--- src/rtl/srgs_pkg.sv ---
package srgs_pkg;

    localparam int NCH  = 2;
    localparam int ST_W = 2;

    typedef enum logic [ST_W-1:0] {
        ST_IDLE    = 2'd0,
        ST_ARMED   = 2'd1,
        ST_PRETRIG = 2'd2,
        ST_ON      = 2'd3
    } chan_state_t;

    typedef struct packed {
        logic arm_evt;
        logic pt_evt;
        logic on_lvl;
        logic off_lvl;
    } chan_in_t;

    function automatic logic is_conducting(chan_state_t s);
        return s == ST_ON;
    endfunction

endpackage

--- src/rtl/srgs_edge_det.sv ---
module srgs_edge_det #(
    parameter int          W       = 2,
    parameter logic [W-1:0] RST_VAL = '0
) (
    input  logic         clk,
    input  logic         rst,
    input  logic [W-1:0] din,
    output logic [W-1:0] rise,
    output logic [W-1:0] fall
);
    logic [W-1:0] prev_q;

    always_ff @(posedge clk) begin
        if (rst) prev_q <= RST_VAL;
        else     prev_q <= din;
    end

    assign rise = din & ~prev_q;
    assign fall = ~din & prev_q;
endmodule

--- src/rtl/srgs_chan_fsm.sv ---
module srgs_chan_fsm
    import srgs_pkg::*;
(
    input  logic        clk,
    input  logic        rst,
    input  logic        enable,
    input  chan_in_t    cin,
    input  logic        grant,
    output chan_state_t state,
    output logic        want_on,
    output logic        conducting
);
    chan_state_t st_q, st_d;

    always_comb begin
        st_d = st_q;
        if (!enable) begin
            st_d = ST_IDLE;
        end else begin
            case (st_q)
                ST_IDLE:    if (cin.arm_evt) st_d = ST_ARMED;
                ST_ARMED:   if (cin.pt_evt)  st_d = ST_PRETRIG;
                ST_PRETRIG: if (grant)       st_d = ST_ON;
                ST_ON:      if (cin.off_lvl) st_d = ST_IDLE;
                default:                     st_d = ST_IDLE;
            endcase
        end
    end

    always_ff @(posedge clk) begin
        if (rst) st_q <= ST_IDLE;
        else     st_q <= st_d;
    end

    assign state      = st_q;
    assign want_on    = (st_q == ST_PRETRIG) && cin.on_lvl;
    assign conducting = is_conducting(st_q);
endmodule

--- src/rtl/srgs_turnon_arb.sv ---
module srgs_turnon_arb
    import srgs_pkg::*;
(
    input  logic [NCH-1:0] want_on,
    input  logic [NCH-1:0] conducting,
    output logic [NCH-1:0] grant
);
    // Channel 0 has priority on a simultaneous request.
    always_comb begin
        grant[0] = want_on[0] && !conducting[1];
        grant[1] = want_on[1] && !conducting[0] && !grant[0];
    end
endmodule

--- src/rtl/srgs_top.sv ---
module srgs_top
    import srgs_pkg::*;
(
    input  logic       clk,
    input  logic       rst,
    input  logic       supply_ok,
    input  logic [1:0] arm_cmp,
    input  logic [1:0] pretrig_cmp,
    input  logic [1:0] on_cmp,
    input  logic [1:0] off_cmp,
    output logic [1:0] gate,
    output logic [1:0] dbg_state0,
    output logic [1:0] dbg_state1
);
    logic [NCH-1:0] arm_rise, arm_fall_unused;
    logic [NCH-1:0] pt_rise_unused, pt_fall;
    logic [NCH-1:0] want_on, conducting, grant;
    chan_state_t    st [NCH];

    // Arm detector remembers "high" after reset so a held level arms nothing.
    srgs_edge_det #(.W(NCH), .RST_VAL({NCH{1'b1}})) u_arm_edge (
        .clk(clk), .rst(rst), .din(arm_cmp),
        .rise(arm_rise), .fall(arm_fall_unused)
    );

    srgs_edge_det #(.W(NCH), .RST_VAL({NCH{1'b0}})) u_pt_edge (
        .clk(clk), .rst(rst), .din(pretrig_cmp),
        .rise(pt_rise_unused), .fall(pt_fall)
    );

    srgs_turnon_arb u_arb (
        .want_on(want_on), .conducting(conducting), .grant(grant)
    );

    for (genvar g = 0; g < NCH; g++) begin : g_chan
        localparam int OTH = NCH - 1 - g;
        chan_in_t cin;
        assign cin.arm_evt = arm_rise[OTH];
        assign cin.pt_evt  = pt_fall[g];
        assign cin.on_lvl  = on_cmp[g];
        assign cin.off_lvl = off_cmp[g];

        srgs_chan_fsm u_fsm (
            .clk(clk), .rst(rst), .enable(supply_ok), .cin(cin),
            .grant(grant[g]), .state(st[g]),
            .want_on(want_on[g]), .conducting(conducting[g])
        );
    end

    assign gate       = conducting;
    assign dbg_state0 = st[0];
    assign dbg_state1 = st[1];
endmodule

--- config.mk ---
export PLATFORM = sky130hd
export DESIGN_NAME = srgs_top
export DESIGN_NICKNAME = d
export VERILOG_FILES = /design/src/rtl/srgs_pkg.sv /design/src/rtl/srgs_edge_det.sv /design/src/rtl/srgs_chan_fsm.sv /design/src/rtl/srgs_turnon_arb.sv /design/src/rtl/srgs_top.sv
export SDC_FILE = /design/constraint.sdc
export NUM_CORES = 1
export LEC_CHECK = 0
export BUFFER_PORTS_ARGS = -buffer_cell sky130_fd_sc_hd__buf_2
export CAP_MARGIN = 15
export CORE_AREA = 2 2 39 41
export DETAILED_ROUTE_END_ITERATION = 8
export DIE_AREA = 0 0 41 43
export HOLD_SLACK_MARGIN = 0.03
export PLACE_DENSITY = 0.66
export RECOVER_POWER = 100
export SYNTH_ARGS = -nofsm -noshare
export SYNTH_HDL_FRONTEND = slang
export SYNTH_SLANG_ARGS = --single-unit
--- constraint.sdc ---
create_clock -name clk -period 3.7 [get_ports clk]
set_input_delay 0.74 -clock clk [delete_from_list [all_inputs] [get_ports clk]]
set_output_delay 0.74 -clock clk [all_outputs]
set_load 0.02 [all_outputs]
==> impl_metrics.toml, run 1 <==
[outcome]
status = "completed"

[logic_synthesis]
synth_top_cell_by_area = "dfxtp_1"
synthDistinctLibCells = 24
syn-cell-area_sq_um = 541.8
synth_compound_area_frac = 0.2171
async_flop_share = 0
syn_area_per_cell_sq_um = 10.22
ys_seq_area_frac = 0.2956
yosys-top-cells-area = "dfxtp_1 (30%), ha_1 (18%), nand2b_4 (5.1%), nand2b_1 (4.6%), nor2b_1 (4.6%)"
ys.warnings.count = 0
syn-instance-count = 53
yosys.area_share.adder = 0.1848
synth_seq_cells = 8
ys.flop_type = "dfxtp_1"
synth_top_family_by_area = "simple AND/OR/NAND/NOR gates"
synth_top_area_frac = 0.2956
synth_edf_count = 0
synthesis.nets = 72
synthSimpleGateAreaFrac = 0.2402
synthMuxAreaShare = 0
synth-xor-area-share = 0
synth_common_cells = "dfxtp_1 (8), ha_1 (8), inv_1 (5)"

[worst_setup_path]
start_kind = "flip-flop"
cp_slowest_stage_delay_ns = 0.38
crit_chain = "ha_1 > clkbuf_1"
slowest_stage = "dfxtp_1"
path_max_fanout = 4
cp-end-kind = "output pin"
arrival_ns = 1.11
critPathKind = "flip-flop to output pin"
worstPathRequired_ns = 2.96

[place]
dp.cells = 83
portBuffers = 16
hpwlAfterDp_um = 739.3
placed_cell_area_sq_um = 626.9
gp_congestion = 0.6596

[routing]
antenna_left = 0
post-route-drc-count = 0
first_pass_iters = 4
num_vias = 418
wirelength_um = 906
routedWlPerCell_um = 10.53
drtIter0Drc = 9
vias_per_cell = 4.860

[floorplan]
start_util = 0.3915
die_x_um = 41
core_area_sq_um = 1384
rows = 14
dieArea_sq_um = 1763
pin_count = 17
die_h_um = 43

[clocking]
insertion_delay_ns = 0.25
cts_setup_buffers = 0
cts.path.max_buffers = 2
post_cts_resized = 0
tritoncts = "built"
clk_transition_reported_paths_ns = 0.05
numClockSinks = 8
cts_hold_buf = 0
cts-root-buf = "clkbuf_4"
cts_buffers = 3
cts_htree_levels = 1

[grt]
grt_max_degree = 6
gr-total-overflow = 0
grt_pass1_wl_um = 1497
grt_pass1_vias = 384
antenna_found_initial = 0
track_usage = 0.1298

[timing]
finalHoldViolCount = 0
hold_slack_ns = 0.5985
min_period_ns = 1.850
tightest_slew_ns = 0.3530
max_clock_freq_mhz = 540.5
rsz0062_at_grt = "false"
slew_headroom = 0.7622
fin_crit_sh = 0.5000
skew_ns = 0.003881
slew_violations = 0
finalSetupTns_ns = 0
finalSetupViolCount = 0

[power_and_ir_drop]
leakage_nw = 0.2792
pwr_density_cell_nw_per_um2 = 293.5
ir_drop_v = 0.0001584

[layout]
final_cells = 86
layout-drive-gt1-share = 0.2714
fillers = 144
diodes = 0
syn_to_final_growth_pct = 15.47
utilization = 0.4521
design_area_sq_um = 625.6
final_nets = 91

[job]
drv_cap = 0

[hold_path]
min_path_type = "flip-flop to flip-flop"
sequential cells by signal, summed over array words and instances, names as in the netlist:
name	cells
u_pt_edge.prev_q	2
u_arm_edge.prev_q	2
g_chan.u_fsm.state	4
path summary, 6_finish.rpt:
kind | startpoint | to | slack [ns] | cells after the start
max | g_chan[1].u_fsm.state[0] | gate[1] | 1.85 | 2
min | g_chan[0].u_fsm.state[0] | g_chan[0].u_fsm.state[0] | 0.60 | 2
max reg2reg | g_chan[0].u_fsm.state[0] | g_chan[1].u_fsm.state[0] | 1.98 | 6
min reg2reg | g_chan[0].u_fsm.state[0] | g_chan[0].u_fsm.state[0] | 0.60 | 2
cell usage in the layout, fill, tap and decap left out, drive strengths merged:
cell type / count
and4: 1
dfxtp: 8
a21oi: 4
clkbuf: 11
o21ba: 1
inv: 5
a22oi: 1
a221oi: 1
nor2: 2
or2: 2
nand2b: 6
and3b: 1
ha: 8
buf: 8
o21ai: 2
nand3: 2
a311oi: 1
a31oi: 1
a21o: 1
nor2b: 4
metal layers:
layer  GRT usage  share of wire  vias up
li1            -              -      213
met1      0.1424           0.42      191
met2      0.2000           0.48       14
met3     0.09424          0.097        0
met4     0.02000              0        0
met5           0              0        -
through the flow:
stage / setup WS, ns / total power [mW]
finish: 1.850 / 0.1836
global route: 1.779 / 0.1962
CTS: 1.900 / 0.1894
detailed placement: 2.053 / 0.1196
global placement: 2.081 / 0.1189
floorplan: 2.135 / 0.1099
power breakdown:
part	switching, mW	total, mW	leakage, nW	internal [mW]
combinational	0.0118	0.0245	0.200	0.0127
clock	0.0305	0.0676	0.0138	0.0372
sequential	0.00201	0.0915	0.0657	0.0895
cells by family (layout without fill, tap and decap cells):
logic type | count (synthesis) | after routing
adders and majority gates | 8 | 8
AOI/OAI and AO/OA | 12 | 12
and+or+nand+nor | 18 | 18
buffers and inverters | 7 | 24
DFF | 8 | 8
cell type report:
class / count / area (sq um) / area share
Tap cell: 16 / 20.02 / 0.03200
Timing Repair Buffer: 16 / 70.07 / 0.1120
Inverter: 5 / 18.77 / 0.03000
Clock buffer: 3 / 22.52 / 0.03600
Multi-Input combinational cell: 38 / 334.1 / 0.5340
Sequential cell: 8 / 160.2 / 0.2560
worst max-delay path, delay by kind of cell (launching register included):
kind,cells,cell delay (ns)
adder cells (fa/ha/maj),1,0.23
flip-flops,1,0.38
buffers and inverters,1,0.25
No activity file was read; power rests on OpenSTA's default activity.
==> run 2, diff against run 1 <==
--- a/config.mk
+++ b/config.mk
@@ -11,7 +11,7 @@
 export DETAILED_ROUTE_END_ITERATION = 8
 export DIE_AREA = 0 0 41 43
 export HOLD_SLACK_MARGIN = 0.03
-export PLACE_DENSITY = 0.66
+export PLACE_DENSITY = 0.68
 export RECOVER_POWER = 100
 export SYNTH_ARGS = -nofsm -noshare
 export SYNTH_HDL_FRONTEND = slang
==> constraint.sdc (replaced) <==
create_clock -name clk -period 1.6 [get_ports clk]
set_input_delay 0.32 -clock clk [delete_from_list [all_inputs] [get_ports clk]]
set_output_delay 0.32 -clock clk [all_outputs]
set_load 0.02 [all_outputs]
==> run 2 against run 1 <==
  * Global-route usage is essentially flat
  * Final area rose by 1.8%
  * Largest power group unchanged
  * Critical path type is now flip-flop to flip-flop
  * Power up 130%
  * Combinational power grew 140%
==> impl_metrics.toml, run 2 (same netlist as run 1, synthesis figures left out) <==
[place]
hpwlAfterDp_um = 775.8
portBuffers = 16
gp_congestion = 0.6964

[clocking]
tritoncts = "built"
cts_setup_buffers = 0
insertion_delay_ns = 0.25
cts_buffers = 3
cts.path.max_buffers = 2
cts-root-buf = "clkbuf_4"
clk_transition_reported_paths_ns = 0.05
cts_htree_levels = 1
numClockSinks = 8

[layout]
fillers = 154
syn_to_final_growth_pct = 17.55
final_nets = 91
final_cell_mix = "buf_2 (9), ha_1 (8), dfxtp_1 (7), clkbuf_1 (7), inv_1 (5)"
diodes = 0
largest_reg_flops = 4
layout_commonest_cell = "buf_2"
layout-drive-gt1-share = 0.3286
utilization = 0.4602

[timing]
finalSetupViolCount = 0
slew_violations = 0
max_clock_freq_mhz = 689.5
skew_ns = 0.0006850
fin_crit_sh = 0.9065
finalSetupTns_ns = 0
slew_headroom = 0.8337
rsz0062_at_grt = "false"
min_period_ns = 1.450
hold_slack_ns = 0.2770
tightest_slew_ns = 0.2505
finalHoldViolCount = 0

[grt]
antenna_found_initial = 0
grt_pass1_wl_um = 1469
grt_pass1_vias = 385
gr-total-overflow = 0
track_usage = 0.1296
grt_max_degree = 6

[power_and_ir_drop]
ir_drop_v = 0.0005783
power.total_mw = 0.4192
leakage_nw = 0.2826
pwr_density_cell_nw_per_um2 = 658.2

[floorplan]
rows = 14
pin_count = 17
die_h_um = 43
dieArea_sq_um = 1763
core_area_sq_um = 1384
die_x_um = 41
start_util = 0.3915

[outcome]
status = "completed"

[worst_setup_path]
startpoint = "g_chan[0].u_fsm.state[0]"
arrival_ns = 1.61
reg2reg_depth = 6
critPathCapture = "g_chan[1].u_fsm.state[0]"
r2r-start = "g_chan[0].u_fsm.state[0]"
cp-end-kind = "flip-flop"
critPathKind = "flip-flop to flip-flop"
reg2reg_to = "g_chan[1].u_fsm.state[0]"
r2r_slack_ns = 0.15
path_max_fanout = 5
worstPathRequired_ns = 1.76
start_kind = "flip-flop"

[routing]
antenna_left = 0
first_pass_iters = 4
wirelength_um = 926
drtIter0Drc = 6
routedWlPerCell_um = 10.77
vias_per_cell = 4.860
post-route-drc-count = 0
num_vias = 418

[hold_path]
min_path_type = "primary input to flip-flop"

[job]
drv_cap = 0
run 2: worst max-delay path: stages, from the launching register on:
cell	delay, ns
dfxtp_2	0.36
inv_1	0.07
ha_1	0.23
and3b_1	0.19
o21ai_2	0.14
nand3_1	0.11
a221oi_2	0.27
run 2: stage by stage:
stage	std cells	worst slack [ns]	instance area [sq um]
2_1_floorplan	53	0.06154	541.8
3_3_place_gp	83	0.1704	626.9
3_5_place_dp	83	0.1074	626.9
4_1_cts	86	0.09499	649.4
5_1_grt	86	0.03070	636.9
6_report	86	0.1496	636.9
run 2: routing by layer:
metal | vias to the layer above | global-route usage | wire (um)
met1 | 191 | 0.1323 | 375
li1 | 213 | - | -
met5 | - | 0 | 0
met3 | 2 | 0.07853 | 73
met4 | 0 | 0.06000 | 11
met2 | 12 | 0.2000 | 466
run 2: power by group:
group          internal (mW)  switching (mW)  total (mW)
registers              0.207         0.00456       0.212
logic                 0.0297          0.0290      0.0588
clock network         0.0855          0.0631       0.149
total                  0.323          0.0967       0.419
run 2: worst min-delay path by stage:
| stage | start | to | slack (ns) | depth (start not counted) |
|---|---|---|---|---|
| finish | arm_cmp[0] | u_arm_edge.prev_q[0] | 0.28 | 2 |
| global route | arm_cmp[0] | u_arm_edge.prev_q[0] | 0.28 | 2 |
| CTS | arm_cmp[0] | u_arm_edge.prev_q[0] | 0.27 | 2 |
| detailed placement | arm_cmp[0] | u_arm_edge.prev_q[0] | 0.53 | 2 |
| global placement | arm_cmp[0] | u_arm_edge.prev_q[0] | 0.53 | 2 |
| floorplan | rst | u_pt_edge.prev_q[0] | 0.39 | 1 |
run 2: what timing repair did:
action                     in CTS  in global routing
hold buffers                    0                  0
setup endpoints to repair       0                  1
gates resized for setup         0                  1
run 2: cell type report:
class / instances / area, sq um / area share
multi-input cells: 38 / 342.8 / 0.5383
flip-flops and latches: 8 / 161.4 / 0.2534
repair buffers: 16 / 71.32 / 0.1120
clock buffers: 3 / 22.52 / 0.03536
well taps: 16 / 20.02 / 0.03143
inverters: 5 / 18.77 / 0.02947
